===== src/rtl/abd_pkg.sv =====
package abd_pkg;
  typedef enum logic [1:0] {
    RG_ROM  = 2'd0,
    RG_RAM  = 2'd1,
    RG_CTRL = 2'd2,
    RG_NONE = 2'd3
  } region_e;

  // word indices inside the control window
  localparam int CTL_WORD_IDX = 0;
  localparam int CFG_WORD_IDX = 4;
  // live bit and field positions
  localparam int PROT_BIT   = 3;
  localparam int RSZ_LSB    = 2;
  localparam int PSZ_LSB    = 8;
  localparam int SZ_CODE_W  = 3;
endpackage


===== src/rtl/abd_size_decode.sv =====
module abd_size_decode #(
  parameter int MIN_LG = 12,
  parameter int MAX_LG = 19
) (
  input  logic [abd_pkg::SZ_CODE_W-1:0] code,
  output logic [5:0]                    lg
);
  logic [5:0] sum;
  always_comb begin
    sum = 6'(MIN_LG) + 6'(code);
    lg  = (sum > 6'(MAX_LG)) ? 6'(MAX_LG) : sum;
  end
endmodule


===== src/rtl/abd_classify.sv =====
module abd_classify
  import abd_pkg::*;
#(
  parameter int          ADDR_W     = 32,
  parameter logic [31:0] ROM_BASE   = 32'h0000_0000,
  parameter logic [31:0] RAM_BASE   = 32'h0200_0000,
  parameter logic [31:0] CTRL_BASE  = 32'h01F8_0000,
  parameter int          CTRL_LG    = 8,
  parameter int          ROM_MAX_LG = 19,
  parameter int          RAM_MAX_LG = 22
) (
  input  logic [ADDR_W-1:0] addr,
  input  logic [5:0]        rom_lg,
  input  logic [5:0]        ram_lg,
  output region_e           region
);
  localparam logic [ADDR_W-1:0] ROM_B = ADDR_W'(ROM_BASE);
  localparam logic [ADDR_W-1:0] RAM_B = ADDR_W'(RAM_BASE);
  localparam logic [ADDR_W-1:0] CTL_B = ADDR_W'(CTRL_BASE);

  logic [ADDR_W-1:0] rom_off, ram_off;
  logic rom_hit, ram_hit, ctl_hit;

  always_comb begin
    rom_off = addr - ROM_B;
    ram_off = addr - RAM_B;
    rom_hit = (addr >= ROM_B) && ((rom_off >> rom_lg) == '0);
    ram_hit = (addr >= RAM_B) && ((ram_off >> ram_lg) == '0);
    ctl_hit = (addr[ADDR_W-1:CTRL_LG] == CTL_B[ADDR_W-1:CTRL_LG]);
    if (ctl_hit)      region = RG_CTRL;
    else if (rom_hit) region = RG_ROM;
    else if (ram_hit) region = RG_RAM;
    else              region = RG_NONE;
  end

  always_comb begin
    if (region == RG_ROM)
      assert_rom_bound_R3: assert ((addr - ROM_B) < (ADDR_W'(1) << ROM_MAX_LG));
    if (region == RG_RAM)
      assert_ram_bound_R4: assert ((addr - RAM_B) < (ADDR_W'(1) << RAM_MAX_LG));
  end
endmodule


===== src/rtl/abd_regfile.sv =====
module abd_regfile
  import abd_pkg::*;
#(
  parameter int DATA_W = 32,
  parameter int WORDS  = 64,
  localparam int IDX_W = $clog2(WORDS)
) (
  input  logic                 clk,
  input  logic                 rst_n,
  input  logic                 wr_en,
  input  logic [IDX_W-1:0]     idx,
  input  logic [DATA_W-1:0]    wdata,
  output logic [DATA_W-1:0]    rdata,
  output logic                 prot_en,
  output logic [SZ_CODE_W-1:0] rsize,
  output logic [SZ_CODE_W-1:0] psize
);
  localparam logic [DATA_W-1:0] CTL_MASK = DATA_W'(1) << PROT_BIT;
  localparam logic [DATA_W-1:0] CFG_MASK =
    (DATA_W'((1 << SZ_CODE_W) - 1) << RSZ_LSB) |
    (DATA_W'((1 << SZ_CODE_W) - 1) << PSZ_LSB);

  logic [DATA_W-1:0] words [WORDS];

  for (genvar w = 0; w < WORDS; w++) begin : g_word
    localparam logic [DATA_W-1:0] MASK =
      (w == CTL_WORD_IDX) ? CTL_MASK :
      (w == CFG_WORD_IDX) ? CFG_MASK : '1;
    always_ff @(posedge clk) begin
      if (!rst_n)                          words[w] <= '0;
      else if (wr_en && idx == IDX_W'(w))  words[w] <= wdata & MASK;
    end
  end

  assign rdata   = words[idx];
  assign prot_en = words[CTL_WORD_IDX][PROT_BIT];
  assign rsize   = words[CFG_WORD_IDX][RSZ_LSB +: SZ_CODE_W];
  assign psize   = words[CFG_WORD_IDX][PSZ_LSB +: SZ_CODE_W];

  assert_prot_only_by_write_R9: assert property (@(posedge clk) disable iff (!rst_n)
    !$stable(prot_en) |-> $past(wr_en && idx == IDX_W'(CTL_WORD_IDX)));
  assert_size_only_by_write_R10: assert property (@(posedge clk) disable iff (!rst_n)
    !($stable(rsize) && $stable(psize)) |-> $past(wr_en && idx == IDX_W'(CFG_WORD_IDX)));
endmodule


===== src/rtl/bus_addr_decoder.sv =====
module bus_addr_decoder
  import abd_pkg::*;
#(
  parameter int          ADDR_W     = 32,
  parameter int          DATA_W     = 32,
  parameter int          CTRL_WORDS = 64,
  parameter logic [31:0] ROM_BASE   = 32'h0000_0000,
  parameter logic [31:0] RAM_BASE   = 32'h0200_0000,
  parameter logic [31:0] CTRL_BASE  = 32'h01F8_0000,
  parameter int          ROM_MIN_LG = 12,
  parameter int          ROM_MAX_LG = 19,
  parameter int          RAM_MIN_LG = 18,
  parameter int          RAM_MAX_LG = 22
) (
  input  logic              clk,
  input  logic              rst_n,
  input  logic              req_valid,
  output logic              req_ready,
  input  logic [ADDR_W-1:0] req_addr,
  input  logic              req_write,
  input  logic [DATA_W-1:0] req_wdata,
  output logic              resp_valid,
  input  logic              resp_ready,
  output logic [1:0]        resp_region,
  output logic              resp_trap,
  output logic [DATA_W-1:0] resp_rdata,
  output logic              prot_en,
  output logic [ADDR_W-1:0] fault_addr
);
  localparam int IDX_W   = $clog2(CTRL_WORDS);
  localparam int CTRL_LG = IDX_W + 2;

  logic [5:0] rom_lg, ram_lg;
  logic [SZ_CODE_W-1:0] rsize, psize;
  region_e region;
  logic [DATA_W-1:0] win_rdata;
  logic acc, win_wr;

  assign req_ready = !resp_valid || resp_ready;
  assign acc       = req_valid && req_ready;
  assign win_wr    = acc && req_write && (region == RG_CTRL);

  abd_size_decode #(.MIN_LG(ROM_MIN_LG), .MAX_LG(ROM_MAX_LG)) i_rom_sz (
    .code(psize), .lg(rom_lg));
  abd_size_decode #(.MIN_LG(RAM_MIN_LG), .MAX_LG(RAM_MAX_LG)) i_ram_sz (
    .code(rsize), .lg(ram_lg));

  abd_classify #(
    .ADDR_W(ADDR_W), .ROM_BASE(ROM_BASE), .RAM_BASE(RAM_BASE),
    .CTRL_BASE(CTRL_BASE), .CTRL_LG(CTRL_LG),
    .ROM_MAX_LG(ROM_MAX_LG), .RAM_MAX_LG(RAM_MAX_LG)
  ) i_cls (
    .addr(req_addr), .rom_lg(rom_lg), .ram_lg(ram_lg), .region(region));

  abd_regfile #(.DATA_W(DATA_W), .WORDS(CTRL_WORDS)) i_regs (
    .clk(clk), .rst_n(rst_n), .wr_en(win_wr),
    .idx(req_addr[CTRL_LG-1:2]), .wdata(req_wdata), .rdata(win_rdata),
    .prot_en(prot_en), .rsize(rsize), .psize(psize));

  always_ff @(posedge clk) begin
    if (!rst_n) begin
      resp_valid  <= 1'b0;
      resp_region <= 2'(RG_NONE);
      resp_trap   <= 1'b0;
      resp_rdata  <= '0;
      fault_addr  <= '0;
    end else begin
      if (acc) begin
        resp_valid  <= 1'b1;
        resp_region <= 2'(region);
        resp_trap   <= (region == RG_NONE);
        resp_rdata  <= (region == RG_CTRL && !req_write) ? win_rdata : '0;
        if (region == RG_NONE) fault_addr <= req_addr;
      end else if (resp_ready) begin
        resp_valid  <= 1'b0;
      end
    end
  end

  assert_hold_under_stall_R2: assert property (@(posedge clk) disable iff (!rst_n)
    resp_valid && !resp_ready |=> resp_valid && $stable(resp_region)
      && $stable(resp_trap) && $stable(resp_rdata));
  assert_trap_means_none_R6: assert property (@(posedge clk) disable iff (!rst_n)
    resp_valid |-> (resp_trap == (resp_region == 2'(RG_NONE))));
  assert_fault_addr_on_accept_R6: assert property (@(posedge clk) disable iff (!rst_n)
    !$stable(fault_addr) |-> $past(acc));
  assert_window_never_traps_R5: assert property (@(posedge clk) disable iff (!rst_n)
    resp_valid && resp_region == 2'(RG_CTRL) |-> !resp_trap);
endmodule


===== config.mk =====
export PLATFORM = sky130hd
export DESIGN_NAME = bus_addr_decoder
export DESIGN_NICKNAME = d
export VERILOG_FILES = /design/src/rtl/abd_pkg.sv /design/src/rtl/abd_size_decode.sv /design/src/rtl/abd_classify.sv /design/src/rtl/abd_regfile.sv /design/src/rtl/bus_addr_decoder.sv
export SDC_FILE = /design/constraint.sdc
export NUM_CORES = 2
export LEC_CHECK = 0
export BUFFER_PORTS_ARGS = -buffer_cell sky130_fd_sc_hd__clkbuf_2
export CELL_PAD_IN_SITES_DETAIL_PLACEMENT = 0
export CELL_PAD_IN_SITES_GLOBAL_PLACEMENT = 2
export CORE_ASPECT_RATIO = 0.9
export CORE_UTILIZATION = 45
export DETAILED_ROUTE_END_ITERATION = 7
export PLACE_DENSITY_LB_ADDON = 0.1
export REMOVE_ABC_BUFFERS = 1
export SLEW_MARGIN = 30
export SYNTH_ARGS = -nofsm -noshare
export SYNTH_HDL_FRONTEND = slang
export SYNTH_SLANG_ARGS = --single-unit
export TNS_END_PERCENT = 100

===== constraint.sdc =====
create_clock -name clk -period 5.31 [get_ports clk]
set_input_delay 0.531 -clock clk [delete_from_list [all_inputs] [get_ports clk]]
set_output_delay 0.531 -clock clk [all_outputs]
set_load 0.01 [all_outputs]

Word level (Yosys, flattened, before mapping)

Memories as Yosys holds them, arrays and structs flattened.
Cells that the tools add are included.

Flip-flop bits (word level): 68
Memory bits (writable): 2,048
Input port bits: 69
Output and inout bits: 70
Word-level logic and storage cells: 488
Memories kept: 1

Memory list:

| name         | depth | width | rd ports | clocked after memory_dff | wr ports | line              | text |
|---|---|---|---|---|---|---|---|
| i_regs.words | 64    | 32    | 3        | 0                        | 64       | abd_regfile.sv:23 | `logic [DATA_W-1:0] words [WORDS];` |

$add $sub $neg: 3
Magnitude comparators: 4
Equality and inequality tests: 66
Shifts and indexed selects: 2
Mux-type cells: 265
Bitwise gates (word level): 64
Reduce and logical (&&, ||, !) cells: 78

Operators by type and width:

| cell                   | number |
|---|---|
| $mux 32                | 65 |
| $mux 1                 | 195 |
| $eq 6x6->1 const B     | 32 |
| $eq 6x5->1 const B     | 16 |
| $logic_and 1x1->1      | 70 |
| $logic_not 32->1       | 2 |
| $or 1x1->1             | 64 |
| $shr 32x6->32          | 2 |
| $eq 6x4->1 const B     | 8 |
| $ge 32x1->1 const B    | 1 |
| $ge 32x26->1 const B   | 1 |
| $sub 32x26->32 const B | 1 |
| $eq 24x17->1 const B   | 1 |
| $eq 6x3->1 const B     | 4 |
| $eq 6x2->1 const B     | 2 |
| $gt 6x5->1 const B     | 2 |
| $mux 6                 | 2 |
| $add 5x3->6 const A    | 1 |
| $eq 6x1->1 const B     | 1 |
| $logic_not 6->1        | 1 |
| $mux 2                 | 3 |
| $add 4x3->5 const A    | 1 |
| $eq 2x2->1 const B     | 2 |
| $logic_not 1->1        | 2 |
| 3 further kinds        | 3 |

Longest topological paths before layout

An unclocked memory read counts as a cell.

Depth in word-level cells: 17
Mapped depth: 13
Gate-level depth less buffers: 10

Hierarchy

From an unflattened synthesis, not the netlist that was laid out.

Cell total of the unflattened synthesis: 6,355
Area, all modules: 94,326.7 um^2

By module, submodules not included:

| module                     | instances | cells each | area an instance (um^2) | sequential area each (um^2) |
|---|---|---|---|---|
| abd_regfile                | 1         | 5,881      | 90,301.6                | 59,787.3 |
| bus_addr_decoder           | 1         | 231        | 2,468.6                 | 1,361.3 |
| abd_classify               | 1         | 222        | 1,415.1                 | 0.0 |
| abd_size_decode (i_ram_sz) | 1         | 14         | 107.6                   | 0.0 |
| abd_size_decode (i_rom_sz) | 1         | 7          | 33.8                    | 0.0 |

Worst setup path before layout

No wires, ideal clock.

Kind: in2reg
Start: input port req_addr[2]
End: memory i_regs.words[61][0], enable pin
Arrival time: 4,394 ps
Data required time: 4,844 ps
Setup slack: 450 ps
Stages: 9
Path buffers: 5
Cell sequence: clkbuf_1 -> clkbuf_1 -> buf_2 -> buf_2 -> nand2_1 -> nor2_1 -> nand3_1 -> clkbuf_1 -> o21ai_0

RTL lines:

| element     | line                   | text |
|---|---|---|
| from (decl) | bus_addr_decoder.sv:19 | `input logic [ADDR_W-1:0] req_addr,` |
| to (decl)   | abd_regfile.sv:23      |  |

==> flow_summary.ini <==
[floorplan]
initial_utilization_pct = 45.5
die_w_um = 484
core_um2 = 207000
num_io_pins = 139
num_rows = 158
chipHeight_um = 436
die_area_um2 = 211000

[final_layout]
utilization_pct = 51.5
final_common_cell = edfxtp_1
nets = 6008
layout-drive-gt1-share_pct = 24.5
num-fill-cells = 16800
multi_input_area_um2 = 31400
ff_latch_area_um2 = 61100
syn2layout_area_growth_pct = 13.2
design_area_um2 = 106000
mostFrequentLayoutCells = 1991 x edfxtp_1, 1931 x and2_1, 618 x mux4_2

[grt]
grt_pass1_vias = 52400
grt_use_total_pct = 28.3
antenna_found_initial = 44
globalRoute.totalOverflow = 0
grt_first_pass_wirelength_um = 417000
grt_max_degree = 69

[detailed_routing]
drt_drc_violations_left = 0
dr.pass1.iters = 5
drtIter0Drc = 5974
wl_per_cell_um = 33.5
wl_um = 296000
avgViaCountPerCell = 5.87
via_count = 51900
antenna_left = 0

[hold_path]
hold_class = input port to flip-flop
whs_path_depth = 3

[clock_network]
cts_tree = built
cts_hold_buf = 21
cts_buffers = 217
root_buffer = clkbuf_16
postCtsSetupBuffers = 0
clkTransAtPathRegs_ns = 0.06
cts-resized-gates = 0
clk_path_buf_depth = 3
cts.sinks = 2059
clock_latency_ns = 0.86
cts_max_level = 4

[flow_run]
max-cap-violations = 0

[timing]
rsz0062_at_grt = false
fmax_mhz = 256
fin_ws_ns = 1.40
final_min_period_over_clock_period_pct = 73.6
tns_ns = 0
setup_viol = 0
slew_headroom_pct = 32.1
worst_pin_slew_ns = 1.02
holdWs_ns = 0.0770
period_needed_ns = 3.91
skew_ns = 0.0274
slew_violations = 0
finalHoldViolCount = 0

[synthesis]
netlist_area_um2 = 94000
synth-edff-count = 1991
ys_ff_latch = 2059
yosys_warnings = 0
seq_area_frac_synth_pct = 65.0
synth.avg_cell_area_um2 = 15.9
syn_inst = 5912
synth_async_sr_flop_share_pct = 0
synth_cell_types = 76
synth_ff_type = edfxtp_1

[worst_setup_path]
worstRegToRegCells = 12
critPathKind = flip-flop to flip-flop
end_kind = flip-flop
required_ns = 6.05
crit_arrival_ns = 4.65
critPathMaxFanout = 33
critPathLaunchType = flip-flop

[placed_design]
place_ws_ns = 1.30
placed_cell_area_um2 = 99600
io_buffers = 138
finalWeightedCongestion = 0.816
dp.final_hpwl_um = 169000

[power]
powerDensity_nw_per_um2 = 339
ir_drop_uv = 296
power_leakage_nw = 37.6

[run_status]
run_status = completed
path summary, 6_finish.rpt:
path / from / to / slack [ns]
max: i_regs.words[4][3] / resp_trap / 1.40
min: rst_n / fault_addr[22] / 0.08
max reg2reg: i_regs.words[4][3] / resp_trap / 1.40
min reg2reg: fault_addr[16] / fault_addr[16] / 0.46
Yosys cell counts, types with 3 or more instances:
library cell | instances | share of area (%)
a22oi_1 | 33 | 0.26
nand3_1 | 10 | 0.053
a211oi_1 | 7 | 0.056
mux4_2 | 618 | 15
dfxtp_1 | 68 | 1.4
buf_1 | 47 | 0.19
mux2_2 | 57 | 0.68
nor3_1 | 73 | 0.39
buf_8 | 3 | 0.048
inv_1 | 12 | 0.048
or2_2 | 3 | 0.020
ha_1 | 5 | 0.067
xnor2_1 | 3 | 0.028
a22o_1 | 55 | 0.51
buf_2 | 38 | 0.20
nand2b_1 | 6 | 0.040
nor2b_1 | 39 | 0.26
nand3b_1 | 3 | 0.024
nand2_1 | 92 | 0.37
mux2i_1 | 40 | 0.43
edfxtp_1 | 1991 | 64
nor4_1 | 9 | 0.060
nor2_1 | 83 | 0.33
a21oi_1 | 20 | 0.11
clkbuf_1 | 528 | 2.1
and2_1 | 1931 | 13
o21ai_0 | 73 | 0.39
where the power goes:
| group | internal (mW) | total [mW] | switching [mW] |
|---|---|---|---|
| combinational | 1.07 | 2.98 | 1.91 |
| clock | 8.12 | 14.6 | 6.48 |
| sequential | 18.3 | 18.5 | 0.160 |
metrics by stage:
step                total power, mW  std cells
floorplan                      20.1       5293
CTS                            36.4       8829
finish                         36.1       8839
global route                   37.1       8829
global placement               21.8       8414
detailed placement             21.8       8414
sequential cells by signal (all words and copies together) (netlist names):
| name | count |
|---|---|
| i_regs.words | 1991 |
| fault_addr | 32 |
| resp_valid | 1 |
| resp_rdata | 32 |
| resp_region | 2 |
| resp_trap | 1 |
layer usage:
metal / wire length, µm / share of wire, % / track usage [%]
met1: 128000 / 43 / 40.7
met2: 139000 / 47 / 44.7
met3: 22100 / 7.5 / 5.14
met4: 7380 / 2.5 / 7.06
met5: 80 / 0.027 / 0
critical path, stage by stage (launching register included):
cell and delay, ns:
edfxtp_1 0.49, inv_1 0.12, ha_1 0.25, nor3b_4 0.59, buf_4 0.30, mux4_2 0.51
nand3_1 0.10, o311ai_1 0.11, a211o_1 0.28, nor4_4 0.34, a31oi_4 0.11, buf_4 0.32
o21a_1 0.25
cells by family after synthesis:
logic type               synth area share (%)
adder cells (fa/ha/maj)                0.0665
flip-flops                               65.0
buffers and inverters                    2.63
AND/OR/NAND/NOR                          14.7
XOR/XNOR                               0.0373
multiplexers                             15.9
AO/OA/AOI/OAI                            1.63
final cells by class:
cell class / count / area share, %
flip-flops and latches: 2059 / 57.4
multi-input cells: 3221 / 29.5
clock buffers: 298 / 5.47
repair buffers: 422 / 3.59
well taps: 2720 / 3.20
clock inverters: 96 / 0.759
inverters: 13 / 0.0458
diodes: 10 / 0.0235
(Power assumes the default switching activity.)
